$ cat src/rtl/dsteer_pkg.sv
package dsteer_pkg;
  typedef enum logic [1:0] {
    CLS_REG   = 2'd0,
    CLS_LDOP  = 2'd1,
    CLS_STORE = 2'd2,
    CLS_OTHER = 2'd3
  } icls_e;

  // Narrow slots take only register-only or other single micro-op work
  function automatic logic narrow_ok(logic [1:0] cls, logic is_one);
    return is_one && (cls == CLS_REG || cls == CLS_OTHER);
  endfunction
endpackage

$ cat src/rtl/dsteer_sel.sv
module dsteer_sel
  import dsteer_pkg::*;
#(
  parameter int NSLOT    = 3,
  parameter int UOP_W    = 3,
  parameter int MAX_UOPS = 4,
  parameter int TAKE_W   = 2
) (
  input  logic                   go,
  input  logic [NSLOT-1:0]       lane_vld,
  input  logic [2*NSLOT-1:0]     lane_cls,
  input  logic [NSLOT*UOP_W-1:0] lane_uops,
  output logic [NSLOT-1:0]       take_vec,
  output logic [TAKE_W-1:0]      take_cnt,
  output logic                   err0,
  output logic                   stall
);
  logic [NSLOT-1:0] legal;
  logic [NSLOT-1:0] narrow;
  logic [NSLOT-1:0] blk;

  for (genvar i = 0; i < NSLOT; i++) begin : g_cls
    logic [UOP_W-1:0] u;
    assign u         = lane_uops[i*UOP_W +: UOP_W];
    assign legal[i]  = (u != '0) && (u <= UOP_W'(MAX_UOPS));
    assign narrow[i] = narrow_ok(lane_cls[2*i +: 2], u == UOP_W'(1));
  end

  // Wide slot: oldest lane, any legal count
  assign take_vec[0] = go & lane_vld[0] & legal[0];
  assign err0        = go & lane_vld[0] & ~legal[0];
  assign blk[0]      = 1'b0;

  // Narrow slots: chained in program order
  for (genvar i = 1; i < NSLOT; i++) begin : g_chain
    assign take_vec[i] = take_vec[i-1] & lane_vld[i] & narrow[i];
    assign blk[i]      = take_vec[i-1] & lane_vld[i] & ~narrow[i];
  end

  assign stall = |blk;

  always_comb begin
    take_cnt = '0;
    for (int k = 0; k < NSLOT; k++) take_cnt = take_cnt + TAKE_W'(take_vec[k]);
    if (err0) take_cnt = TAKE_W'(1);
  end
endmodule

$ cat src/rtl/dsteer_stage.sv
module dsteer_stage #(
  parameter int NSLOT = 3,
  parameter int UOP_W = 3
) (
  input  logic                   clk,
  input  logic                   rst_n,
  input  logic                   adv,
  input  logic [NSLOT-1:0]       take_vec,
  input  logic [NSLOT*UOP_W-1:0] lane_uops,
  input  logic                   err0,
  output logic                   full,
  output logic [NSLOT-1:0]       slot_vld,
  output logic [NSLOT*UOP_W-1:0] slot_uops,
  output logic                   err
);
  logic                   full_d;
  logic [NSLOT*UOP_W-1:0] uops_d;

  always_comb begin
    full_d = (|take_vec) | err0;
    for (int k = 0; k < NSLOT; k++)
      uops_d[k*UOP_W +: UOP_W] = take_vec[k] ? lane_uops[k*UOP_W +: UOP_W] : '0;
  end

  always_ff @(posedge clk or negedge rst_n) begin
    if (!rst_n) begin
      full      <= 1'b0;
      slot_vld  <= '0;
      slot_uops <= '0;
      err       <= 1'b0;
    end else if (adv) begin
      full      <= full_d;
      slot_vld  <= take_vec;
      slot_uops <= uops_d;
      err       <= err0;
    end
  end
endmodule

$ cat src/rtl/dsteer_stats.sv
module dsteer_stats #(
  parameter int NSLOT = 3,
  parameter int UOP_W = 3,
  parameter int CNT_W = 32
) (
  input  logic                   clk,
  input  logic                   rst_n,
  input  logic [NSLOT-1:0]       take_vec,
  input  logic [NSLOT*UOP_W-1:0] lane_uops,
  input  logic                   stall,
  output logic [CNT_W-1:0]       uop_total,
  output logic [CNT_W-1:0]       stall_cycles
);
  logic             en;
  logic [CNT_W-1:0] tot_d;
  logic [CNT_W-1:0] stl_d;

  assign en = |take_vec;

  always_comb begin
    tot_d = uop_total;
    for (int k = 0; k < NSLOT; k++)
      if (take_vec[k]) tot_d = tot_d + CNT_W'(lane_uops[k*UOP_W +: UOP_W]);
    stl_d = stall_cycles + CNT_W'(stall);
  end

  always_ff @(posedge clk or negedge rst_n) begin
    if (!rst_n) begin
      uop_total    <= '0;
      stall_cycles <= '0;
    end else if (en) begin
      uop_total    <= tot_d;
      stall_cycles <= stl_d;
    end
  end
endmodule

$ cat src/rtl/dsteer_top.sv
module dsteer_top #(
  parameter int NSLOT    = 3,
  parameter int UOP_W    = 3,
  parameter int MAX_UOPS = 4,
  parameter int CNT_W    = 32,
  localparam int TAKE_W  = $clog2(NSLOT + 1)
) (
  input  logic                   clk,
  input  logic                   rst_n,
  input  logic [NSLOT-1:0]       in_vld,
  input  logic [2*NSLOT-1:0]     in_cls,
  input  logic [NSLOT*UOP_W-1:0] in_uops,
  output logic [TAKE_W-1:0]      in_take,
  output logic                   out_valid,
  input  logic                   out_ready,
  output logic [NSLOT-1:0]       out_slot_vld,
  output logic [NSLOT*UOP_W-1:0] out_slot_uops,
  output logic                   out_err,
  output logic [CNT_W-1:0]       uop_total,
  output logic [CNT_W-1:0]       stall_cycles
);
  logic             adv;
  logic [NSLOT-1:0] take_vec;
  logic             err0;
  logic             stall;

  assign adv = ~out_valid | out_ready;

  dsteer_sel #(.NSLOT(NSLOT), .UOP_W(UOP_W), .MAX_UOPS(MAX_UOPS), .TAKE_W(TAKE_W)) u_sel (
    .go(adv), .lane_vld(in_vld), .lane_cls(in_cls), .lane_uops(in_uops),
    .take_vec(take_vec), .take_cnt(in_take), .err0(err0), .stall(stall)
  );

  dsteer_stage #(.NSLOT(NSLOT), .UOP_W(UOP_W)) u_stage (
    .clk(clk), .rst_n(rst_n), .adv(adv), .take_vec(take_vec), .lane_uops(in_uops),
    .err0(err0), .full(out_valid), .slot_vld(out_slot_vld), .slot_uops(out_slot_uops),
    .err(out_err)
  );

  dsteer_stats #(.NSLOT(NSLOT), .UOP_W(UOP_W), .CNT_W(CNT_W)) u_stats (
    .clk(clk), .rst_n(rst_n), .take_vec(take_vec), .lane_uops(in_uops), .stall(stall),
    .uop_total(uop_total), .stall_cycles(stall_cycles)
  );
endmodule

$ cat config.mk
export PLATFORM = sky130hd
export DESIGN_NAME = dsteer_top
export DESIGN_NICKNAME = d
export VERILOG_FILES = /design/src/rtl/dsteer_pkg.sv /design/src/rtl/dsteer_sel.sv /design/src/rtl/dsteer_stage.sv /design/src/rtl/dsteer_stats.sv /design/src/rtl/dsteer_top.sv
export SDC_FILE = /design/constraint.sdc
export NUM_CORES = 1
export LEC_CHECK = 0
export ABC_AREA = 0
export BUFFER_PORTS_ARGS = -buffer_cell sky130_fd_sc_hd__buf_4
export CORE_MARGIN = 1
export CORE_UTILIZATION = 43
export DETAILED_ROUTE_END_ITERATION = 12
export PLACE_DENSITY_LB_ADDON = 0.12
export SLEW_MARGIN = 15
export SYNTH_ARGS = -nofsm -noshare
export SYNTH_HDL_FRONTEND = slang
export SYNTH_HIERARCHICAL = 1
export SYNTH_SLANG_ARGS = --single-unit
$ cat constraint.sdc
create_clock -name clk -period 5.1 [get_ports clk]
set_input_delay 0.255 -clock clk [delete_from_list [all_inputs] [get_ports clk]]
set_output_delay 0.255 -clock clk [all_outputs]
set_load 0.1 [all_outputs]
== Yosys cells after proc, flatten, opt, wreduce, memory -nomap -nowiden ==
Index checks and enable logic that the tools add are counted.

* Flip-flop bits (word level): 78
* Bits of input ports: 21
* Logic and storage cells: 49

* $add $sub $neg: 6
* Magnitude comparators: 1
* Equality and inequality tests: 4
* Mux-type cells: 7
* Bitwise operators: 15
* Reduce and logical (&&, ||, !) cells: 10

{| class="wikitable"
|+ Operators with widths
! cell !! count
|-
| $add A32 B3 Y32 || 3
|-
| $mux W32 || 3
|-
| $add A32 B1 Y32 || 1
|-
| $and A1 B1 Y1 || 9
|-
| $mux W3 || 3
|-
| $eq A3 B1 Y1 const B || 2
|-
| $eq A2 B2 Y1 const B || 2
|-
| $logic_not A2 Y1 || 2
|-
| $not A1 Y1 || 4
|-
| $le A3 B3 Y1 const B || 1
|-
| $logic_and A1 B1 Y1 || 3
|-
| $reduce_bool A3 Y1 || 1
|-
| $reduce_or A3 Y1 || 1
|-
| $add A1 B1 Y2 || 1
|-
| $add A2 B1 Y2 || 1
|-
| $logic_or A1 B1 Y1 || 2
|-
| $mux W2 || 1
|-
| $or A1 B1 Y1 || 2
|-
| $reduce_or A2 Y1 || 1
|}

== Logic depth before layout (Yosys ltp) ==
Gate-level depths: netlist of run 1.

* Depth in word-level cells: 10
* Depth in mapped cells: 23
* Depth with buffers taken out: 21

== Cells and area by module ==
Netlist of run 1, hierarchy kept.

{| class="wikitable"
|+ By module, submodules not included
! module !! instances !! cells each !! area an instance (µm²) !! seq. area each (µm²)
|-
| dsteer_stats || 1 || 596 || 5,253.8 || 1,601.5
|-
| dsteer_stage || 1 || 51 || 598.1 || 350.3
|-
| dsteer_sel || 1 || 20 || 156.4 || 0.0
|-
| dsteer_top || 1 || 1 || 6.3 || 0.0
|}

== Least setup slack after synthesis of run 1 ==
No wires, ideal clock.

* Kind: reg-to-reg
* From: reg u_stage.full
* To: reg u_stats.uop_total[28]
* Arrival: 5.691 ns
* Slack: -0.671 ns
* Cell stages (with the launch flop): 21
* Path through: dfrtp_1 nand2b_1 and2_1 and3_2 buf_2 clkbuf_1 mux2_2 ha_1 inv_1 fa_1 nor2b_1 o21ai_1 a2111oi_4 nand2_1 o2bb2a_1 o22a_1 a2111oi_1 nand2_1 or4_4 a41oi_2 xnor2_1

* Longest elaborated chain between the ends: 9

{| class="wikitable"
|+ RTL lines
! what !! RTL line !! source
|-
| start: declaration || dsteer_stage.sv:11 || <nowiki>output logic full,</nowiki>
|-
| start signal: assignment || dsteer_stage.sv:32 || <nowiki>full <= full_d;</nowiki>
|-
| $not A1 Y1 * || dsteer_top.sv:27 || <nowiki>assign adv = ~out_valid | out_ready;</nowiki>
|-
| $or A1 B1 Y1 * || dsteer_top.sv:27 ||
|-
| via adv || dsteer_top.sv:22 || <nowiki>logic adv;</nowiki>
|-
| $and A1 B1 Y1 * (2 in a row) || dsteer_sel.sv:30 || <nowiki>assign take_vec[0] = go & lane_vld[0] & legal[0];</nowiki>
|-
| via take_vec[0] || dsteer_top.sv:23 || <nowiki>logic [NSLOT-1:0] take_vec;</nowiki>
|-
| $mux W32 or $and A1 B1 Y1 (tied branches) || dsteer_stats.sv:23, dsteer_sel.sv:36 ||
|-
| $add A32 B3 Y32 or $and A1 B1 Y1 (tied branches) || dsteer_stats.sv:23, dsteer_sel.sv:36 ||
|-
| $mux W32 or $and A1 B1 Y1 (tied branches) || dsteer_stats.sv:23, dsteer_sel.sv:36 ||
|-
| $add A32 B3 Y32 or $and A1 B1 Y1 (tied branches) || dsteer_stats.sv:23, dsteer_sel.sv:36 ||
|-
| $mux W32 or $reduce_or A3 Y1 (tied branches) || dsteer_stats.sv:23, dsteer_stats.sv:18 ||
|-
| end signal: assignment || dsteer_stats.sv:32 || <nowiki>uop_total <= tot_d;</nowiki>
|-
| end: declaration || dsteer_stats.sv:11 || <nowiki>output logic [CNT_W-1:0] uop_total,</nowiki>
|}

The timed path passes the listed nets; every way through them passes the cells marked *.
A chain may end at the register's enable or synchronous reset.

== Worst setup path in the final report of run 1 ==
* From: reg u_stats.uop_total[0]
* To: reg u_stats.uop_total[28]

* Longest elaborated chain between the ends: 6

{| class="wikitable"
|+ RTL lines
! what !! RTL line !! source
|-
| $add A32 B3 Y32 || dsteer_stats.sv:23 || <nowiki>if (take_vec[k]) tot_d = tot_d + CNT_W'(lane_uops[k*UOP_W +: UOP_W]);</nowiki>
|-
| $mux W32 * || dsteer_stats.sv:23 ||
|-
| $add A32 B3 Y32 || dsteer_stats.sv:23 ||
|-
| $mux W32 * || dsteer_stats.sv:23 ||
|-
| $add A32 B3 Y32 || dsteer_stats.sv:23 ||
|-
| $mux W32 * || dsteer_stats.sv:23 ||
|}

Every way passes the cells marked *; elsewhere a longest branch is shown, timed or not.

==> flow_summary.yaml, run 1 <==
status:
  status: "finished clean"
pwr:
  switching_share_pct: 43.5
  share_comb_of_total_power_pct: 41.2
  clockPowerShare_pct: 27.8
  switching_power_mw: 1.03
  power.leakage_nw: 3.07
  p_seq_share_pct: 31.0
  power.density_nw_per_um2: 324
  internal_power_mw: 1.33
  ir_worst_vdd_mv: 0.335
sta:
  skew_ps: 9.48
  fmax_ghz: 0.205
  fin_tns_setup_ps: 0
  maxSlewHeadroom_pct: 33.9
  tightest_slew_ps: 992
  post-route-min-period_ps: 4870
  drv_slew: 0
  finalSetupViolCount: 0
  finalCritPeriodShare_pct: 95.5
  hold_viol_final: 0
yosys:
  yosysWarnings: 6
  syn-cell-area_sq_um: 6010
  ys_async_sr_fraction_pct: 100
  synth_top_area_share_pct: 32.5
  synthDistinctLibCells: 96
  synthFlopType: "dfrtp_1"
  synth_most_common_cell: "dfrtp_1"
  synth_edf_count: 0
  ys_top_cells_by_area: "dfrtp_1 32%, xnor2_1 9.9%, xor2_1 4.1%"
  netlist_instances: 668
  ys_seq_elements: 78
  syn_area_per_cell_sq_um: 9.00
  synthTopCellsByCount: "78 x dfrtp_1, 68 x xnor2_1, 56 x nand2_1"
  synth_nets: 704
  yosysSeqAreaShare_pct: 32.5
  synth_top_area_cell: "dfrtp_1"
floorplan:
  rows: 42
  initial_core_util_pct: 44.7
  ioPinCount: 101
  die-area_sq_um: 14500
  die_x_microns: 120
  fp.coreArea_sq_um: 13500
  die_h_microns: 120
place:
  hpwlAfterDp_microns: 12400
  gp_congestion: 0.930
  dp.cells: 937
  port_buffers: 98
critical_path:
  path_max_fanout: 5
  reg2reg_from: "u_stats/uop_total[0]$_DFFE_PN0P_"
  path_class: "register to register"
  cp.arrival_ps: 5140
  cp-startpoint: "u_stats/uop_total[0]$_DFFE_PN0P_"
  crit_path_start_kind: "register"
  worstSetupEndpointType: "register"
  crit_required_ps: 5370
cells_and_area:
  fillers: 1290
  drive_above_1_share_pct: 24.8
  fin_cells: 958
  n_antenna_cell: 0
  area_delta_synth_final_pct: 21.4
  fin_nets: 813
route:
  vias: 5500
  drt_first_pass_iters: 5
  drt_iter0_markers: 244
  vias_per_cell: 5.74
  wirelength_microns: 16400
  ant_nets: 0
  detail_route.wl_per_cell_microns: 17.1
  drc: 0
cts:
  clk_pin_slew_ps: 60
  cts_tree: "done"
  htreeDepth: 3
  cts_buffers: 9
  cts_sinks: 78
  root_buffer: "clkbuf_16"
  clock_latency_ps: 350
  clockBufferDepth: 2
global_routing:
  antenna_found_initial: 0
  track_usage_pct: 23.4
  gr-total-overflow: 0
  grt_first_pass_wirelength_microns: 26600
  grt_max_degree: 79
  first_global_vias: 5323
hold_path:
  worstHoldPathType: "input pin to asynchronous set/reset pin"
run:
  drv_cap: 0
==> flip-flops by register name, indices dropped and copies added, names as in the netlist <==
register              cells
u_stats/stall_cycles     32
u_stats/uop_total        32
u_stage/slot_uops         9
u_stage/slot_vld          3
u_stage/err               1
u_stage/full              1
==> timing repair <==
action	in CTS	in global routing
buffers inserted	0	5
endpoints found under the setup margin	0	11
hold buffers	0	0
resized for setup	0	8
==> per-stage QoR <==
stage          area, sq um  util (%)  worst slack [ps]  power, mW  hold slack, ps
6_report              7300      54.3               229       2.36            81.7
2_1_floorplan         6030         -              31.9       1.51           -40.6
3_3_place_gp          6930      51.5               169       1.68             463
4_1_cts               7230      53.7               103       2.37             125
3_5_place_dp          6930      51.5              14.8       1.70             467
5_1_grt               7300      54.3             -15.8       2.48             177
==> metal layers <==
metal / part of all wire (%) / wire, microns / global-route usage, % / up-vias
li1: - / - / - / 2676
met4: 2.2 / 353 / 9.95 / 0
met1: 45 / 7390 / 29.5 / 2658
met3: 3.5 / 581 / 3.54 / 26
met2: 49 / 8050 / 39.7 / 140
met5: 0 / 0 / 0 / -
==> cell type report <==
| cell class | instances | area, sq um | area share [%] |
|---|---|---|---|
| sequential | 78 | 1960 | 26.8 |
| clock inverter | 6 | 68.8 | 0.943 |
| tap | 176 | 220 | 3.02 |
| multi-input combinational | 547 | 3840 | 52.6 |
| timing repair buffer | 121 | 908 | 12.4 |
| clock buffer | 10 | 229 | 3.14 |
| inverter | 20 | 75.1 | 1.03 |
==> cells by family after synthesis <==
logic type,count (synthesis),share of synthesized area (%)
xor gates and xnor gates,98,14.5
AOI/OAI and AO/OA,123,15.2
DFF,78,32.5
adders and majority gates,15,3.62
and+or+nand+nor,298,27.1
buffers and inverters,43,4.39
muxes,13,2.66
==> critical path, stage by stage, from the launching register on <==
cell,delay (ps)
dfrtp_1,400
ha_2,240
fa_2,530
mux2_2,180
inv_1,60
fa_1,430
nor2b_1,160
o21ai_2,100
a2111oi_4,470
nand2_1,130
or4b_2,640
o22ai_1,140
a21oi_1,110
or3_4,350
or4_4,540
a41oi_2,190
xnor2_1,130
==> placed cells by master, fill, tap and decap left out, types with 20 or more instances in the layout <==
master     n
buf_4    121
dfrtp_1   77
xnor2_1   68
nand2_1   56
nor2_1    51
nand3_1   41
xor2_1    28
nand4_1   26
nor3_1    24
inv_1     20
==> power by group through the flow <==
stage	logic, mW	registers (mW)	clock network [mW]
global placement	0.940	0.743	0
global route	1.04	0.744	0.700
CTS	0.961	0.733	0.676
floorplan	0.460	1.05	0
finish	0.973	0.733	0.656
detailed placement	0.957	0.744	0
==> worst paths after layout <==
kind | depth (start not counted) | endpoint | slack, ps
max in group asynchronous | 1 | u_stage/full$_DFFE_PN0P_ | 4300
min in group clk | 3 | u_stage/slot_uops[8]$_DFFE_PN0P_ | 190
min reg2reg | 1 | u_stats/stall_cycles[31]$_DFFE_PN0P_ | 480
max | 16 | u_stats/uop_total[28]$_DFFE_PN0P_ | 230
max reg2reg | 16 | u_stats/uop_total[28]$_DFFE_PN0P_ | 230
min | 1 | u_stats/stall_cycles[5]$_DFFE_PN0P_ | 80
Note: power is estimated with default switching activity, not from simulation.
==> run 2, diff against run 1 <==
--- a/config.mk
+++ b/config.mk
@@ -10,7 +10,7 @@
 export CORE_MARGIN = 1
 export CORE_UTILIZATION = 43
 export DETAILED_ROUTE_END_ITERATION = 12
-export PLACE_DENSITY_LB_ADDON = 0.12
+export PLACE_DENSITY_LB_ADDON = 0.15
 export SLEW_MARGIN = 15
 export SYNTH_ARGS = -nofsm -noshare
 export SYNTH_HDL_FRONTEND = slang
==> run 2 against run 1 <==
Against the previous run: sequential share of layout area is 0.096 points lower; flip-flop and latch count stayed put; total power is 0.40% higher; die area stayed put; clock power is 2% higher; largest cell class unchanged; count of clock-buffer cells in the layout is 1 lower; via count is 0.49% higher; register-to-register slack better by 50 ps; first-iteration DRC count is 35% higher; highest routed layer unchanged; final area is 0.36% higher; clock skew is 3.3 ps lower; maximum frequency is 1.1% higher; critical path type unchanged.
==> flow_summary.yaml, run 2 (same netlist as run 1, synthesis figures left out) <==
status:
  status: "finished clean"
cells_and_area:
  postLayoutCoreUtil_pct: 54.5
  final_common_cell: "buf_4"
  drive_above_1_share_pct: 25.1
  final_cell_area_sq_um: 7330
  fin_cells: 957
  fillers: 1285
  n_antenna_cell: 0
  top_regs: "u_stats/stall_cycles x32, u_stats/uop_total x32, u_stage/slot_uops x9"
  area_delta_synth_final_pct: 21.8
  fin_nets: 812
  final_cell_mix: "120 x buf_4, 77 x dfrtp_1, 68 x xnor2_1, 55 x nand2_1, 52 x nor2_1"
sta:
  tightest_slew_ps: 999
  fmax_ghz: 0.208
  finalSetupViolCount: 0
  fin_tns_setup_ps: 0
  hold_viol_final: 0
  skew_ps: 6.15
  maxSlewHeadroom_pct: 33.4
  setup_ws_ps: 284
  post-route-min-period_ps: 4820
  hold_ws_ps: 72.7
  finalCritPeriodShare_pct: 94.4
  rsz0062_at_grt: "no"
  drv_slew: 0
cts:
  cts_tree: "done"
  cts_sinks: 78
  hold_buffers: 0
  root_buffer: "clkbuf_16"
  htreeDepth: 3
  clockBufferDepth: 2
  clk_pin_slew_ps: 60
  cts_buffers: 9
  clock_latency_ps: 340
place:
  placed_area_sq_um: 6930
  dp.cells: 937
  port_buffers: 98
  pre_cts_ws_ps: 81.7
  gp_congestion: 0.929
  hpwlAfterDp_microns: 12100
pwr:
  power_mw: 2.37
  ir_worst_vdd_mv: 0.303
  power.density_nw_per_um2: 324
  power.leakage_nw: 3.08
floorplan:
  ioPinCount: 101
  die-area_sq_um: 14500
  initial_core_util_pct: 44.7
  die_x_microns: 120
  die_h_microns: 120
  rows: 42
  fp.coreArea_sq_um: 13500
route:
  detail_route.wl_per_cell_microns: 16.9
  drc: 0
  vias: 5527
  drt_first_pass_iters: 5
  wirelength_microns: 16200
  drt_iter0_markers: 329
  vias_per_cell: 5.78
  ant_nets: 0
critical_path:
  crit_path_start_kind: "register"
  max_stage_delay_ps: 530
  path_class: "register to register"
  worstSetupEndpointType: "register"
  path_max_fanout: 4
  cp.arrival_ps: 5070
  critical_path.slowest_cell: "or4_4"
  crit_required_ps: 5350
  crit_path_cell_trace: "ha_4, fa_2, mux2_2, inv_1, fa_1, nor2b_1, o21ai_2, a2111oi_4, buf_4, nand2_1, nor3_1, nor4b_4, nor4_1, or3_4, or4_4, a41oi_2, xnor2_1"
run:
  drv_cap: 0
global_routing:
  gr-total-overflow: 0
  grt_first_pass_wirelength_microns: 26100
  first_global_vias: 5198
  antenna_found_initial: 0
  grt_max_degree: 79
  track_usage_pct: 22.8
hold_path:
  worstHoldPathType: "input pin to asynchronous set/reset pin"
## run 2: path summary, 6_finish.rpt
kind / startpoint / endpoint / slack (ps) / cells after the start
setup / recovery: u_stats/uop_total[0]$_DFFE_PN0P_ / u_stats/uop_total[28]$_DFFE_PN0P_ / 280 / 17
hold / removal: rst_n / u_stats/stall_cycles[12]$_DFFE_PN0P_ / 70 / 1
setup reg to reg: u_stats/uop_total[0]$_DFFE_PN0P_ / u_stats/uop_total[28]$_DFFE_PN0P_ / 280 / 17
hold reg to reg: u_stats/stall_cycles[31]$_DFFE_PN0P_ / u_stats/stall_cycles[31]$_DFFE_PN0P_ / 470 / 1
max in group asynchronous: rst_n / u_stage/full$_DFFE_PN0P_ / 4270 / 1
min in group clk: in_uops[8] / u_stage/slot_uops[8]$_DFFE_PN0P_ / 180 / 3
## run 2: per-layer routing
metal / routed length [microns] / GRT usage (%) / part of all wire [%]
met1: 7070 / 29.1 / 44
met5: 0 / 0 / 0
met2: 7920 / 38.4 / 49
met4: 392 / 9.10 / 2.4
met3: 808 / 3.68 / 5.0
## run 2: where the power goes
part           internal (mW)  switching (mW)
sequential             0.665          0.0726
clock                  0.386           0.282
combinational          0.286           0.680
total                   1.34            1.03
## run 2: cell type report
| class | instances | area, sq um | area share [%] |
|---|---|---|---|
| clock buffer | 9 | 225 | 3.07 |
| inverter | 20 | 75.1 | 1.02 |
| tap | 176 | 220 | 3.01 |
| timing repair buffer | 120 | 901 | 12.3 |
| clock inverter | 7 | 80.1 | 1.09 |
| sequential | 78 | 1960 | 26.7 |
| multi-input combinational | 547 | 3870 | 52.8 |
## run 2: repair_timing
item | CTS | global route
hold endpoints to repair | 0 | 0
gates resized for setup | 0 | 12
setup buffers | 0 | 4
setup endpoints to repair | 0 | 10
## run 2: critical path: cells and delay by family (launching register included)
kind	cells	cell delay, ps
simple gates	7	1870
compound gates	3	710
xor+xnor	1	170
fa+ha+maj	3	1130
buf+inv	2	250
mux	1	170
flops	1	420
